<file path="src/rtl/srd_pkg.sv">
package srd_pkg;
    // Request bit positions inside a channel control write
    localparam int CTL_BIT = 0;
    localparam int TX_BIT  = 1;
    localparam int RX_BIT  = 2;
    localparam int REQ_W   = 3;

    typedef enum logic {
        DEV_IDLE = 1'b0,
        DEV_HOLD = 1'b1
    } dev_state_t;
endpackage

</file>
<file path="src/rtl/srd_fifo_strobe.sv">
module srd_fifo_strobe (
    input  logic clk,
    input  logic rst_n,
    input  logic req,
    output logic strb
);
    always_ff @(posedge clk or negedge rst_n) begin
        if (!rst_n) strb <= 1'b0;
        else        strb <= req;
    end

    p_strobe_after_req_r2: assert property (@(posedge clk) disable iff (!rst_n)
        req |=> strb);
    p_strobe_has_cause_r9: assert property (@(posedge clk) disable iff (!rst_n)
        strb |-> $past(req));
endmodule

</file>
<file path="src/rtl/srd_dev_hold.sv">
module srd_dev_hold
    import srd_pkg::*;
#(
    parameter int HOLD_CYC = 4
) (
    input  logic clk,
    input  logic rst_n,
    input  logic trig,
    output logic busy
);
    localparam int CW = (HOLD_CYC > 2) ? $clog2(HOLD_CYC) : 1;
    localparam logic [CW-1:0] LOAD = CW'(HOLD_CYC - 1);

    dev_state_t      state_q, state_d;
    logic [CW-1:0]   cnt_q, cnt_d;

    always_ff @(posedge clk or negedge rst_n) begin
        if (!rst_n) begin
            state_q <= DEV_IDLE;
            cnt_q   <= '0;
        end else begin
            state_q <= state_d;
            cnt_q   <= cnt_d;
        end
    end

    always_comb begin
        state_d = state_q;
        cnt_d   = cnt_q;
        unique case (state_q)
            DEV_IDLE: begin
                if (trig) begin            // trigger
                    state_d = DEV_HOLD;
                    cnt_d   = LOAD;
                end
            end
            DEV_HOLD: begin
                if (trig) begin            // retrigger
                    cnt_d = LOAD;
                end else if (cnt_q == '0) begin  // release
                    state_d = DEV_IDLE;
                end else begin             // count
                    cnt_d = cnt_q - 1'b1;
                end
            end
        endcase
    end

    always_comb begin
        busy = (state_q == DEV_HOLD);
    end

    p_hold_starts_r5: assert property (@(posedge clk) disable iff (!rst_n)
        trig |=> busy);
    p_hold_min_r5: assert property (@(posedge clk) disable iff (!rst_n)
        $rose(busy) |=> busy);
    p_release_quiet_r6: assert property (@(posedge clk) disable iff (!rst_n)
        $fell(busy) |-> !$past(trig));
endmodule

</file>
<file path="src/rtl/serial_reset_fanout.sv">
module serial_reset_fanout
    import srd_pkg::*;
#(
    parameter int NUM_CH   = 4,
    parameter int HOLD_CYC = 4,
    localparam int CH_W    = $clog2(NUM_CH),
    localparam int NUM_DEV = NUM_CH / 2
) (
    input  logic                clk,
    input  logic                rst_n,
    input  logic                wr_en,
    input  logic [CH_W-1:0]     wr_chan,
    input  logic [REQ_W-1:0]    wr_data,
    input  logic                board_wr,
    output logic [NUM_CH-1:0]   tx_clr,
    output logic [NUM_CH-1:0]   rx_clr,
    output logic [NUM_DEV-1:0]  ctl_rst,
    output logic                regs_dflt
);
    logic [NUM_CH-1:0]  ch_sel;
    logic [NUM_CH-1:0]  tx_req, rx_req, ctl_req;
    logic [NUM_DEV-1:0] dev_trig;

    for (genvar c = 0; c < NUM_CH; c++) begin : g_ch
        assign ch_sel[c]  = wr_en && (wr_chan == CH_W'(c));
        assign tx_req[c]  = board_wr | (ch_sel[c] & wr_data[TX_BIT]);
        assign rx_req[c]  = board_wr | (ch_sel[c] & wr_data[RX_BIT]);
        assign ctl_req[c] = ch_sel[c] & wr_data[CTL_BIT];

        srd_fifo_strobe u_tx (.clk(clk), .rst_n(rst_n), .req(tx_req[c]), .strb(tx_clr[c]));
        srd_fifo_strobe u_rx (.clk(clk), .rst_n(rst_n), .req(rx_req[c]), .strb(rx_clr[c]));
    end

    for (genvar d = 0; d < NUM_DEV; d++) begin : g_dev
        assign dev_trig[d] = board_wr | ctl_req[2*d] | ctl_req[2*d+1];
        srd_dev_hold #(.HOLD_CYC(HOLD_CYC)) u_hold (
            .clk(clk), .rst_n(rst_n), .trig(dev_trig[d]), .busy(ctl_rst[d]));
    end

    always_ff @(posedge clk or negedge rst_n) begin
        if (!rst_n) regs_dflt <= 1'b0;
        else        regs_dflt <= board_wr;
    end

    p_board_all_r7: assert property (@(posedge clk) disable iff (!rst_n)
        board_wr |=> (&tx_clr && &rx_clr && &ctl_rst && regs_dflt));
    p_dflt_cause_r7: assert property (@(posedge clk) disable iff (!rst_n)
        regs_dflt |-> $past(board_wr));
    p_idle_quiet_r10: assert property (@(posedge clk) disable iff (!rst_n)
        (!wr_en && !board_wr) |=> (tx_clr == '0 && rx_clr == '0 && !regs_dflt));
endmodule

</file>
<file path="config.mk">
export PLATFORM = sky130hd
export DESIGN_NAME = serial_reset_fanout
export DESIGN_NICKNAME = d
export VERILOG_FILES = /design/src/rtl/srd_pkg.sv /design/src/rtl/srd_fifo_strobe.sv /design/src/rtl/srd_dev_hold.sv /design/src/rtl/serial_reset_fanout.sv
export SDC_FILE = /design/constraint.sdc
export NUM_CORES = 1
export LEC_CHECK = 0
export BUFFER_PORTS_ARGS = -buffer_cell sky130_fd_sc_hd__buf_2
export CAP_MARGIN = 20
export CORE_UTILIZATION = 45
export DETAILED_ROUTE_END_ITERATION = 8
export GPL_TIMING_DRIVEN = 0
export MAX_ROUTING_LAYER = met4
export PLACE_DENSITY = 0.71
export REMOVE_ABC_BUFFERS = 1
export SETUP_SLACK_MARGIN = 0.4
export SYNTH_ARGS = -nofsm -noshare
export SYNTH_HDL_FRONTEND = slang
export SYNTH_SLANG_ARGS = --single-unit
</file>
<file path="constraint.sdc">
create_clock -name clk -period 3.6 [get_ports clk]
set_clock_uncertainty 0.2 [all_clocks]
set_input_delay 0.72 -clock clk [delete_from_list [all_inputs] [get_ports clk]]
set_output_delay 0.72 -clock clk [all_outputs]
set_load 0.01 [all_outputs]
</file>
==> impl_metrics.tcl <==
set metrics [dict create \
    path_clk_slew_ns 0.08 \
    synth-xor-area-share_pct 2.55 \
    cts.path.max_buffers 2 \
    slowest_delay_ns 0.38 \
    synth_compound_area_share_pct 14.7 \
    highest_layer "met3" \
    cap_viol_max_count 0 \
    root_buffer "clkbuf_4" \
    track_usage_pct 14.7 \
    grt_pass1_vias 406 \
    antenna_left 0 \
    synth.top_cell.area_share_pct 54.5 \
    setup_viol 0 \
    detailed_place_hpwl_um 704 \
    post_cts_resized 0 \
    globalplace.congestion 0.674 \
    p_total_w 0.000382 \
    die_w_um 41.1 \
    outcome "completed" \
    yosys_warnings 0 \
    yosys.area_share.simple_pct 8.18 \
    overflow 0 \
    drt-pass1-iter-count 4 \
    vias 420 \
    slew_headroom_pct 78.5 \
    drc_errors 0 \
    routed_wl_um 942 \
    synthMuxAreaShare_pct 0 \
    yosysSeqAreaShare_pct 54.5 \
    synth.distinct_cells 16 \
    netlist_area_um2 688 \
    portBuffers 19 \
    leakage_nw 0.366 \
    n_fill_cell 132 \
    syn_area_per_cell_um2 11.3 \
    synth_top_family_by_area "buffers and inverters" \
    grt_pass1_wl_mm 1.55 \
    synth_edf_count 0 \
    finalHoldWorstSlack_ns 0.126 \
    setup_ws_ns 1.89 \
    slew_viol_final 0 \
    yosysMostFrequentCell "dfrtp_1" \
    routed_via_density 4.83 \
    p_per_area_nw_per_um2 519 \
    wl_per_cell_um 10.8 \
    synth-async-reset-ratio_pct 100 \
    synthTopCellsByCount "15 x dfrtp_1, 11 x buf_4, 9 x nand2_1, 4 x inv_1, 4 x o21bai_1" \
    clk_latency_ns 0.27 \
    path_cells "buf_2" \
    initialDrtViolationCount 3 \
    grt_max_degree 16 \
    clock_sinks 15 \
    core_area_um2 1370 \
    crit_buf_inv 1 \
    worstPathMaxFanout 2 \
    wl_met2_um 443 \
    rsz0062_at_grt "no" \
    num_rows 13 \
    cpMaxStageDelayCell "dfrtp_1" \
    start_util_pct 50.4 \
    drive_gt1_share_pct 33.3 \
    cts_hold_buf 0 \
    wl_met3_um 63 \
    reg2reg_setup_slack_ns 2.28 \
    r2r-start "g_dev[0].u_hold.cnt_q[0]" \
    rr_endpoint "g_dev[0].u_hold.cnt_q[0]" \
    hp-class "in -> async" \
    dieHeight_um 41.1 \
    antennaDiodeCount 0 \
    io_pins 20 \
    cts_inserted_buffers 3 \
    start_kind "register" \
    crit_arrival_ns 0.79 \
    max_freq_mhz 585 \
    htree_num_levels 1 \
    synth_flop_cell "dfrtp_1" \
    antenna_found_initial 0 \
    period_share_pct 47.5 \
    area_growth_pct 6.73 \
    end_kind "primary output" \
    cts_tree "yes" \
    cts_setup_buffers 0 \
    nets 84 \
    vdd_drop_max_uv 307 \
    hold_viol 0 \
    synth_adder_area_share_pct 3.64 \
    placedCellCount 83 \
    cp_top_family "flip-flops" \
    tightest_slew_ns 0.322 \
    die-area_um2 1690 \
    finalSetupTns_ns 0 \
    fin_cells 87 \
    synthTopCellsByArea "dfrtp_1 55%, buf_4 12%, nand2_1 4.9%" \
    fin_crit_ns 1.71 \
    ys_ff_latch 15 \
    wl_met1_um 435 \
    crit_type "reg -> out" \
    synth_top_area_cell "dfrtp_1" \
    worst-r2r-cell-count 5 \
    crit_required_ns 2.68 \
    dpl_worst_slack_ns 1.99 \
    synthCells 61 \
]
==> flip-flops by register name (all words and copies together), names as in the netlist <==
signal	count
g_ch.u_tx.strb	4
regs_dflt	1
g_ch.u_rx.strb	4
g_dev.u_hold.busy	2
g_dev.u_hold.cnt_q	4
==> metal layers <==
metal | global-route usage [%] | vias to the layer above
met5 | - | -
met2 | 25.0 | 16
li1 | - | 214
met1 | 15.9 | 190
met4 | 9.68 | 0
met3 | 1.63 | 0
==> area by class of cell <==
cell class              instances  area, um2  area share (%)
flip-flops and latches         15        375            51.1
multi-input cells              29        200            27.3
repair buffers                 19       95.1            12.9
clock buffers                   4       26.3            3.58
inverters                       5       18.8            2.56
well taps                      15       18.8            2.56
==> how the worst max path moves through the flow <==
| stage | start | to | slack (ns) | depth (start not counted) |
|---|---|---|---|---|
| 2_1_floorplan | wr_data[0] | g_dev[1].u_hold.cnt_q[1] | 2.22 | 2 |
| 3_3_place_gp | wr_en | g_dev[1].u_hold.cnt_q[1] | 1.99 | 3 |
| 3_5_place_dp | wr_en | g_dev[1].u_hold.cnt_q[1] | 1.99 | 3 |
| 4_1_cts | g_dev[1].u_hold.busy | ctl_rst[1] | 1.87 | 1 |
| 5_1_grt | g_dev[1].u_hold.busy | ctl_rst[1] | 1.85 | 1 |
| 6_report | g_dev[0].u_hold.busy | ctl_rst[0] | 1.89 | 1 |
==> power breakdown <==
part           switching [W]  internal [W]
combinational      0.0000503     0.0000393
clock              0.0000481     0.0000429
sequential        0.00000861      0.000192
==> logic make-up (layout without fill, tap and decap cells) <==
logic type               count (synthesis)  count (layout)
AO/OA/AOI/OAI                           12              12
flip-flops                              15              15
AND/OR/NAND/NOR                         13              13
adder cells (fa/ha/maj)                  2               2
buffers and inverters                   17              28
XOR/XNOR                                 2               2
==> metrics by stage <==
step	util (%)	area (um2)
5_1_grt	53.8	734
6_report	53.8	734
3_5_place_dp	51.8	708
2_1_floorplan	-	594
4_1_cts	53.8	734
3_3_place_gp	51.8	708
==> cell usage in the layout (no fill, tap or decap) <==
cell       n
buf_2     19
xnor2_1    2
o21bai_1   4
a41o_1     2
ha_1       2
clkbuf_4   3
a31oi_2    1
o211ai_1   2
dfrtp_1   15
a31oi_1    1
a31o_1     2
nand2_1    9
nor2_1     1
inv_1      4
inv_2      1
clkbuf_1   1
nand2b_1   3
No activity file was read; power rests on OpenSTA's default activity.
